**config.mk**
```make
export PLATFORM = sky130hd
export DESIGN_NAME = baud_ctgen
export DESIGN_NICKNAME = d
export VERILOG_FILES = /design/src/rtl/baud_ctgen_pkg.sv /design/src/rtl/baud_ctgen_regs.sv /design/src/rtl/baud_ctgen_timer.sv /design/src/rtl/baud_ctgen_tap.sv /design/src/rtl/baud_ctgen.sv
export SDC_FILE = /design/constraint.sdc
export NUM_CORES = 1
export LEC_CHECK = 0
export BUFFER_PORTS_ARGS = -buffer_cell sky130_fd_sc_hd__buf_4
export CAP_MARGIN = 15
export CORE_ASPECT_RATIO = 1.4
export CORE_UTILIZATION = 35
export CTS_BUF_LIST = sky130_fd_sc_hd__clkbuf_4
export DETAILED_ROUTE_END_ITERATION = 10
export PLACE_DENSITY = 0.61
export SYNTH_ARGS = -nofsm -noshare
export SYNTH_HDL_FRONTEND = slang
export SYNTH_SLANG_ARGS = --single-unit
```
**constraint.sdc**
```tcl
create_clock -name clk -period 4.6 [get_ports clk]
set_input_delay 0.46 -clock clk [delete_from_list [all_inputs] [get_ports clk]]
set_output_delay 0.46 -clock clk [all_outputs]
set_load 0.02 [all_outputs]
```
**src/rtl/baud_ctgen_pkg.sv**
```systemverilog
package baud_ctgen_pkg;
    typedef enum logic {
        TMR_STOPPED = 1'b0,
        TMR_RUNNING = 1'b1
    } tmr_state_e;

    localparam int PRESET_W      = 16;
    localparam int FIXED_CODES   = 13;
    localparam int ADDR_W        = 4;

    localparam logic [3:0] SEL_TIMER  = 4'hD;
    localparam logic [2:0] MODE_TIMER = 3'd6;

    localparam logic [ADDR_W-1:0] ADR_AUX    = 4'h4;
    localparam logic [ADDR_W-1:0] ADR_PRE_HI = 4'h6;
    localparam logic [ADDR_W-1:0] ADR_PRE_LO = 4'h7;
    localparam logic [ADDR_W-1:0] ADR_START  = 4'hE;
    localparam logic [ADDR_W-1:0] ADR_STOP   = 4'hF;
    localparam logic [2:0]        CSEL_OFS   = 3'h1;
endpackage

```
**src/rtl/baud_ctgen_regs.sv**
```systemverilog
module baud_ctgen_regs
    import baud_ctgen_pkg::*;
#(
    parameter int NUM_CH = 2
) (
    input  logic                         clk,
    input  logic                         rst_n,
    input  logic                         bus_wr,
    input  logic                         bus_rd,
    input  logic [ADDR_W-1:0]            bus_addr,
    input  logic [7:0]                   bus_wdata,
    output logic [PRESET_W-1:0]          preset,
    output logic                         timer_en,
    output logic                         set_sel,
    output logic [NUM_CH-1:0][7:0]       csel,
    output logic [NUM_CH-1:0]            csel_wr,
    output logic                         start_cmd,
    output logic                         stop_cmd
);
    logic [7:0] aux_q;

    assign timer_en  = (aux_q[6:4] == MODE_TIMER);
    assign set_sel   = aux_q[7];
    assign start_cmd = bus_rd && (bus_addr == ADR_START);
    assign stop_cmd  = bus_rd && (bus_addr == ADR_STOP);

    always_ff @(posedge clk) begin
        if (!rst_n) begin
            aux_q  <= '0;
            preset <= '0;
        end else if (bus_wr) begin
            if (bus_addr == ADR_AUX)    aux_q         <= bus_wdata;
            if (bus_addr == ADR_PRE_HI) preset[15:8]  <= bus_wdata;
            if (bus_addr == ADR_PRE_LO) preset[7:0]   <= bus_wdata;
        end
    end

    for (genvar c = 0; c < NUM_CH; c++) begin : g_csel
        localparam logic [ADDR_W-1:0] CH_ADR = ADDR_W'(c * 8) | ADDR_W'(CSEL_OFS);
        assign csel_wr[c] = bus_wr && (bus_addr == CH_ADR);
        always_ff @(posedge clk) begin
            if (!rst_n)          csel[c] <= 8'hFF;
            else if (csel_wr[c]) csel[c] <= bus_wdata;
        end
    end
endmodule

```
**src/rtl/baud_ctgen_timer.sv**
```systemverilog
module baud_ctgen_timer
    import baud_ctgen_pkg::*;
(
    input  logic                clk,
    input  logic                rst_n,
    input  logic                start_cmd,
    input  logic                stop_cmd,
    input  logic                enable,
    input  logic [PRESET_W-1:0] preset,
    output logic                pulse,
    output logic                running
);
    tmr_state_e state_q, state_d;
    logic [PRESET_W-1:0] cnt_q;
    logic [PRESET_W-1:0] eff_preset;
    logic                sq_q;

    assign eff_preset = (preset < PRESET_W'(2)) ? PRESET_W'(2) : preset;
    assign running    = (state_q == TMR_RUNNING);

    always_ff @(posedge clk) begin
        if (!rst_n) state_q <= TMR_STOPPED;
        else        state_q <= state_d;
    end

    always_comb begin
        state_d = state_q;
        unique case (state_q)
            TMR_STOPPED: if (start_cmd) state_d = TMR_RUNNING;
            TMR_RUNNING: if (stop_cmd)  state_d = TMR_STOPPED;
            default:                    state_d = TMR_STOPPED;
        endcase
    end

    always_ff @(posedge clk) begin
        if (!rst_n) begin
            cnt_q <= '0;
            sq_q  <= 1'b0;
            pulse <= 1'b0;
        end else begin
            pulse <= 1'b0;
            if (start_cmd) begin
                cnt_q <= eff_preset;
                sq_q  <= 1'b0;
            end else if (running && !stop_cmd && enable) begin
                if (cnt_q <= PRESET_W'(1)) begin
                    cnt_q <= eff_preset;
                    sq_q  <= ~sq_q;
                    pulse <= ~sq_q;
                end else begin
                    cnt_q <= cnt_q - PRESET_W'(1);
                end
            end
        end
    end
endmodule

```
**src/rtl/baud_ctgen_tap.sv**
```systemverilog
module baud_ctgen_tap
    import baud_ctgen_pkg::*;
#(
    parameter logic [FIXED_CODES-1:0][15:0] DIV_SET0 = '0,
    parameter logic [FIXED_CODES-1:0][15:0] DIV_SET1 = '0
) (
    input  logic       clk,
    input  logic       rst_n,
    input  logic [3:0] sel,
    input  logic       set_sel,
    input  logic       restart,
    input  logic       timer_pulse,
    output logic       tick
);
    logic        is_fixed;
    logic [3:0]  idx;
    logic [15:0] div;
    logic [15:0] cnt_q;
    logic        hit;

    assign is_fixed = (sel < 4'(FIXED_CODES));
    assign idx      = is_fixed ? sel : 4'd0;
    assign div      = set_sel ? DIV_SET1[idx] : DIV_SET0[idx];
    assign hit      = is_fixed && (cnt_q >= div - 16'd1);
    assign tick     = hit || ((sel == SEL_TIMER) && timer_pulse);

    always_ff @(posedge clk) begin
        if (!rst_n || restart || !is_fixed) cnt_q <= '0;
        else if (hit)                       cnt_q <= '0;
        else                                cnt_q <= cnt_q + 16'd1;
    end
endmodule

```
**src/rtl/baud_ctgen.sv**
```systemverilog
module baud_ctgen
    import baud_ctgen_pkg::*;
#(
    parameter int NUM_CH = 2,
    parameter logic [FIXED_CODES-1:0][15:0] DIV_SET0 = {
        16'd15, 16'd14, 16'd13, 16'd12, 16'd11, 16'd10, 16'd9,
        16'd8,  16'd7,  16'd6,  16'd5,  16'd4,  16'd3},
    parameter logic [FIXED_CODES-1:0][15:0] DIV_SET1 = {
        16'd28, 16'd26, 16'd24, 16'd22, 16'd20, 16'd18, 16'd16,
        16'd14, 16'd12, 16'd10, 16'd8,  16'd6,  16'd4}
) (
    input  logic              clk,
    input  logic              rst_n,
    input  logic              bus_wr,
    input  logic              bus_rd,
    input  logic [3:0]        bus_addr,
    input  logic [7:0]        bus_wdata,
    output logic [NUM_CH-1:0] rx_tick,
    output logic [NUM_CH-1:0] tx_tick
);
    logic [PRESET_W-1:0]    preset;
    logic                   timer_en;
    logic                   set_sel;
    logic [NUM_CH-1:0][7:0] csel;
    logic [NUM_CH-1:0]      csel_wr;
    logic                   start_cmd;
    logic                   stop_cmd;
    logic                   tmr_pulse;
    logic                   tmr_run;

    baud_ctgen_regs #(.NUM_CH(NUM_CH)) regs_i (
        .clk(clk), .rst_n(rst_n), .bus_wr(bus_wr), .bus_rd(bus_rd),
        .bus_addr(bus_addr), .bus_wdata(bus_wdata), .preset(preset),
        .timer_en(timer_en), .set_sel(set_sel), .csel(csel),
        .csel_wr(csel_wr), .start_cmd(start_cmd), .stop_cmd(stop_cmd)
    );

    baud_ctgen_timer timer_i (
        .clk(clk), .rst_n(rst_n), .start_cmd(start_cmd), .stop_cmd(stop_cmd),
        .enable(timer_en), .preset(preset), .pulse(tmr_pulse), .running(tmr_run)
    );

    for (genvar c = 0; c < NUM_CH; c++) begin : g_ch
        baud_ctgen_tap #(.DIV_SET0(DIV_SET0), .DIV_SET1(DIV_SET1)) rx_tap_i (
            .clk(clk), .rst_n(rst_n), .sel(csel[c][7:4]), .set_sel(set_sel),
            .restart(csel_wr[c]), .timer_pulse(tmr_pulse), .tick(rx_tick[c])
        );
        baud_ctgen_tap #(.DIV_SET0(DIV_SET0), .DIV_SET1(DIV_SET1)) tx_tap_i (
            .clk(clk), .rst_n(rst_n), .sel(csel[c][3:0]), .set_sel(set_sel),
            .restart(csel_wr[c]), .timer_pulse(tmr_pulse), .tick(tx_tick[c])
        );
    end
endmodule

```
==> reports/qor.yml, run 1 <==
synth.top_cell.area_share_pct: 30.1
drc: 0
status: "completed"
worst_path_max_delay_cell: "a222oi_1"
grt_pass1_wl_mm: 30.9
synth_cell_types: 66
multiInputGateArea_mm2: 0.00555
vias: 6742
die_area_mm2: 0.0232
cts_made_buffers: 17
stdcell_area_mm2: 0.00912
synth_ff_type: "dfxtp_1"
antenna_left: 0
min_to: "regs_i.csel[14]"
clock_sinks: 119
ys_warn_count: 0
hp-start: "bus_wdata[6]"
wl_mm: 18.3
hold_path_depth: 3
coreArea_mm2: 0.0220
dr.pass1.iters: 6
synthMuxAreaShare_pct: 3.43
place_hpwl_mm: 12.8
synthTopCellsByArea: "dfxtp_1, ha_1, nor2_1"
crit_family: "compound AO/OA/AOI/OAI gates"
synth_area_mm2: 0.00792
tightest_slew_ns: 0.881
syn_area_per_cell_um2: 8.19
wl_per_cell_um: 14.0
place_area_mm2: 0.00833
yosys.area_share.simple_pct: 25.5
cts.root.buffer_cell: "clkbuf_4"
rr_startpoint: "regs_i.csel[6]"
hold_buffers: 0
irDropWorstVdd_mv: 0.181
relSlewSlack_pct: 40.9
antenna_found_initial: 1
crit_path_max_fanout: 5
cts_max_level: 4
synth_top_family_by_area: "simple AND/OR/NAND/NOR gates"
synth_xor_area_share_pct: 7.19
hold_viol: 0
p_per_area_mw_per_mm2: 230
via_per_inst: 5.15
mostFrequentLayoutCells: "nor2_1, dfxtp_1, nand2_1"
worst_setup_path_end_kind: "primary output"
grt_max_degree: 32
area_growth_syn_to_layout_pct: 15.3
period_needed_ns: 4.56
cp_data_required_time_ns: 4.14
reg2reg_depth: 18
ys_seq_area_share_pct: 30.1
fill_cells: 2220
crit_path_start: "regs_i.csel[6]"
die_h_um: 180
initialDrtViolationCount: 275
num_rows: 64
slew_viol_final: 0
synth_edf_count: 0
grt_overflow: 0
final_nets: 1108
crit_buf_inv: 3
async_flop_share_pct: 0
mostFrequentLayoutCell: "nor2_1"
clk_path_buf_depth: 2
io_pins: 20
regArea_mm2: 0.00241
p_total_mw: 2.09
p_leak_nw: 3.60
synth-compound-area-share_pct: 14.7
period_share_pct: 99.1
cap_viol_max_count: 0
setup_viol: 0
drive_above_1_share_pct: 16.3
grt_usage_pct: 16.5
cp_slowest_stage_delay_ns: 0.45
fmax_mhz: 219
r2r_slack_ns: 0.70
skew_ns: 0.0202
synthAdderAreaFrac_pct: 14.9
synth.largest_area_cell: "dfxtp_1"
cts_tree: "built"
rsz0062_at_grt: "true"
crit_type: "flip-flop to primary output"
worstPathCellList: "a21bo_4 > buf_4 > ha_4 > nor2_2 > a21oi_2 > a222oi_1 > a21boi_4 > ha_2 > inv_2 > ha_4 > a21o_1 > a221o_1 > a221oi_4 > o21a_1 > o21ai_2 > buf_6"
cp.arrival_ns: 4.10
hold_class: "input pin to flip-flop"
clk_pin_slew_worst_paths_ns: 0.12
synth_nets: 1076
fp.dieW_um: 129
port_buffers: 19
grt_pass1_vias: 6521
cp_common_cell: "ha_4"
cp-start-kind: "flip-flop"
routabilityCongestion: 0.795
ys_ff_latch: 119
fin_util_pct: 41.4
reg2reg_to: "g_ch[0].rx_tap_i.cnt_q[14]"
clk-insertion-delay-late_ns: 0.57
netlist_instances: 966
start_util_pct: 35.9
-- cells in the mapped netlist, drive strengths merged (6+ instances only) --
cell      n
inv      45
buf      19
o21ai    39
o211ai   11
a21o     15
clkbuf   13
nand3    58
or2      10
a211oi   11
nor2    132
nand2b    7
a31oi     6
and2     14
dfxtp   119
xnor2    42
o22ai     6
nor3     22
nand4    23
nor2b    12
xor2     23
and4      8
a221oi    9
ha       94
and3     10
o21a      7
mux2i    26
nand2    96
a21oi    35
nor4      9
-- power by group --
group	total [mW]	internal (mW)	leakage, nW	switching, mW
Sequential	1.05	1.04	0.955	0.0138
Clock	0.777	0.323	0.149	0.453
Combinational	0.266	0.112	2.50	0.154
Total	2.09	1.47	3.60	0.621
-- layer usage --
layer  wire (µm)  vias up  track usage (%)  share of wire, %
li1            -     3493                -                 -
met1        8150     3147             19.4                45
met2        9400       80             29.1                51
met3         405       22             3.01               2.2
met4         327        0             6.45               1.8
met5           0        -                0                 0
-- worst max path at each step --
stage | slack [ns] | end | cells past startpoint
final | 0.04 | rx_tick[0] | 16
after global placement | 0.24 | rx_tick[0] | 14
after detailed placement | 0.20 | rx_tick[0] | 15
after floorplan | 0.63 | rx_tick[0] | 16
after CTS | -0.03 | rx_tick[0] | 15
after global routing | -0.16 | rx_tick[0] | 16
-- registers in the layout (all words and copies together) (netlist names) --
name                 count
g_ch.rx_tap_i.cnt_q     32
g_ch.tx_tap_i.cnt_q     32
regs_i.aux_q             4
regs_i.csel             16
regs_i.preset           16
timer_i.cnt_q           16
timer_i.pulse            1
timer_i.running          1
timer_i.sq_q             1
-- through the flow --
step	setup TNS (ns)	hold WS, ns	worst slack [ns]	cells
after floorplan	0	0.415	0.628	966
after global placement	0	0.427	0.242	1258
after detailed placement	0	0.430	0.199	1258
after CTS	-0.0300	0.103	-0.0300	1295
after global routing	-0.175	0.103	-0.158	1308
final	0	0.166	0.0400	1308
-- timing repair --
action	in CTS	in global routing
gates cloned	0	0
buffers inserted	6	12
pin swaps	6	23
gates resized for setup	24	63
endpoints found under the setup margin	3	4
-- cell families (layout without fill, tap and decap cells) --
logic type                 count (synthesis)  in the layout
and+or+nand+nor                          416            416
AOI/OAI and AO/OA                        168            168
DFF                                      119            119
adders and majority gates                 94             94
buffers and inverters                     77            121
xor gates and xnor gates                  65             65
muxes                                     27             27
other                                      0              1
-- worst min-delay path: cells and delay by family --
family / cells / cell delay [ns]
buffers and inverters: 1 / 0.12
and+or+nand+nor: 2 / 0.12
-- area by class of cell --
type | instances | share of cell area [%]
clock buffers | 17 | 1.40
flip-flops and latches | 119 | 26.4
inverters | 45 | 1.85
diodes | 1 | 0.0274
multi-input cells | 770 | 60.8
repair buffers | 45 | 3.74
well taps | 297 | 4.07
clock inverters | 14 | 1.66
(Power assumes the default switching activity.)
==> run 2: changes to the inputs <==
==> constraint.sdc (replaced) <==
create_clock -name clk -period 4.6 [get_ports clk]
set_input_delay 0.92 -clock clk [delete_from_list [all_inputs] [get_ports clk]]
set_output_delay 0.92 -clock clk [all_outputs]
set_load 0.02 [all_outputs]
==> run 2 against run 1 <==
The run now ends with negative setup slack left. Clock power grew 31%. Power grew 13%. Combinational power up 9.8%. Cell area increased by 5.4%. Global-route usage increased by 0.30 points. Clock-buffer cell count up 1. Sequential power is essentially flat. Critical path depth is 1 lower. Worst setup slack worse by 0.35 ns. Largest cell class unchanged. Largest power group unchanged.
==> reports/qor.yml, run 2 (synthesis results as in run 1) <==
status: "finished, violations left"
failed_checks: "negative setup slack"
hp-start: "timer_i.sq_q"
cap_viol_max_count: 0  # unchanged
clk_pin_slew_worst_paths_ns: 0.11  # about the same
place_hpwl_mm: 13.1  # +2.4%
cts_max_level: 4  # unchanged
fmax_mhz: 204  # -7.2%
p_per_area_mw_per_mm2: 245  # +6.9%
reg.largest.list: "g_ch.rx_tap_i.cnt_q: 32 flops, g_ch.tx_tap_i.cnt_q: 32 flops"
worst_setup_path_end_kind: "primary output"
hold_viol: 0  # unchanged
cp-start-kind: "flip-flop"
rsz0062_at_grt: "true"
cts_made_buffers: 17  # unchanged
period_share_pct: 107  # +7.7 points
slew_viol_final: 0  # unchanged
grt_usage_pct: 16.8  # +0.30 points
vias: 6833  # +1.3%
grt_max_degree: 32  # unchanged
fin_cells: 1335  # +2.1%
skew_ns: 0.0175  # -0.00271 ns
p_leak_nw: 3.80  # +5.6%
drc: 0  # unchanged
drive_above_1_share_pct: 20.5  # +4.2 points
place_area_mm2: 0.00840  # +0.86%
hold_ws_ns: 0.448  # +0.282 ns
place_ws_ns: 0.0937  # -0.106 ns
crit_path_start: "regs_i.csel[7]"
grt_pass1_wl_mm: 31.5  # +2.0%
final_nets: 1134  # +2.3%
antenna_left: 0  # unchanged
cp.arrival_ns: 3.99  # -0.11 ns
start_util_pct: 35.9  # unchanged
io_pins: 20  # unchanged
coreArea_mm2: 0.0220  # unchanged
num_rows: 64  # unchanged
rr_startpoint: "regs_i.csel[7]"
area_growth_syn_to_layout_pct: 21.5
dp.cells: 1268  # +0.79%
period_needed_ns: 4.91  # +0.354 ns
clk-insertion-delay-late_ns: 0.57  # about the same
crit_type: "flip-flop to primary output"
port_buffers: 19  # unchanged
mostFrequentLayoutCell: "nor2_1"
dr.pass1.iters: 4  # -2
setup_slack_ns: -0.314  # -0.354 ns
cts_tree: "built"
clock_sinks: 119  # unchanged
antenna_found_initial: 1  # unchanged
grt_pass1_vias: 6675  # +2.4%
mostFrequentLayoutCells: "nor2_1, dfxtp_1, nand2_1"
clk_path_buf_depth: 2  # unchanged
hold_buffers: 0  # unchanged
tightest_slew_ns: 0.905  # +0.0238 ns
crit_path_max_fanout: 4  # -1
wl_mm: 18.7  # +2.5%
relSlewSlack_pct: 37.9  # -2.9 points
fp.dieW_um: 129  # unchanged
die_h_um: 180  # unchanged
grt_overflow: 0  # unchanged
setup_viol: 3  # +3
stdcell_area_mm2: 0.00962  # +5.4%
initialDrtViolationCount: 240  # -13%
cts.root.buffer_cell: "clkbuf_4"
irDropWorstVdd_mv: 0.314  # +73%
cp_data_required_time_ns: 3.68  # -0.46 ns
wl_per_cell_um: 14.0  # +0.45%
routabilityCongestion: 0.799  # +0.55%
hold_class: "flip-flop to flip-flop"
die_area_mm2: 0.0232  # unchanged
via_per_inst: 5.12  # -0.70%
run 2: timing repair:
action | in CTS | in global routing
hold endpoints to repair | 0 | 0
resized for setup | 85 | 44
buffers inserted | 18 | 16
setup endpoints to repair | 4 | 4
pin swaps | 33 | 20
cloned | 0 | 0
run 2: worst paths after layout:
| check | to | slack, ns | depth (start not counted) |
|---|---|---|---|
| setup / recovery | rx_tick[0] | -0.31 | 15 |
| hold / removal | timer_i.pulse | 0.45 | 1 |
| setup reg to reg | g_ch[0].rx_tap_i.cnt_q[4] | 1.02 | 15 |
| hold reg to reg | timer_i.pulse | 0.45 | 1 |
run 2: final cells by class:
cell class / count / area [µm²]
clock buffers: 18 / 135
well taps: 297 / 372
flip-flops and latches: 119 / 2420
diodes: 1 / 2.50
fillers: 2169 / 12400
clock inverters: 14 / 254
multi-input cells: 770 / 5710
repair buffers: 71 / 548
inverters: 45 / 169
run 2: metrics by stage:
step	utilization [%]	power [mW]	TNS, ns
after floorplan	-	1.26	0
after global placement	38.1	1.31	0
after detailed placement	38.1	1.32	0
after CTS	42.2	2.37	-0.680
after global routing	43.7	2.46	-1.27
final	43.7	2.36	-0.545
run 2: routing by layer:
metal | wire [µm] | vias up | part of all wire [%] | track usage, %
li1 | - | 3545 | - | -
met1 | 8330 | 3202 | 44 | 19.6
met2 | 9650 | 61 | 52 | 29.4
met3 | 366 | 25 | 2.0 | 3.48
met4 | 385 | 0 | 2.1 | 6.73
met5 | 0 | - | 0 | 0
run 2: power breakdown:
| part | leakage [nW] | internal [mW] | total [mW] | switching [mW] |
|---|---|---|---|---|
| Clock | 0.193 | 0.596 | 1.02 | 0.425 |
| Combinational | 2.65 | 0.126 | 0.292 | 0.167 |
| Sequential | 0.959 | 1.03 | 1.05 | 0.0126 |
| Total | 3.80 | 1.76 | 2.36 | 0.604 |
run 2: worst max-delay path, stage by stage, from the launching register on:
cell and delay (ns):
dfxtp_4 0.38, a21bo_4 0.23, ha_4 0.26, nor2b_4 0.14, nand3_2 0.06, a222oi_1 0.41
a21boi_4 0.32, ha_2 0.21, inv_2 0.06, ha_4 0.15, a21o_1 0.14, a221o_1 0.32
a221oi_4 0.30, o221a_2 0.25, o21ai_2 0.06, buf_6 0.13
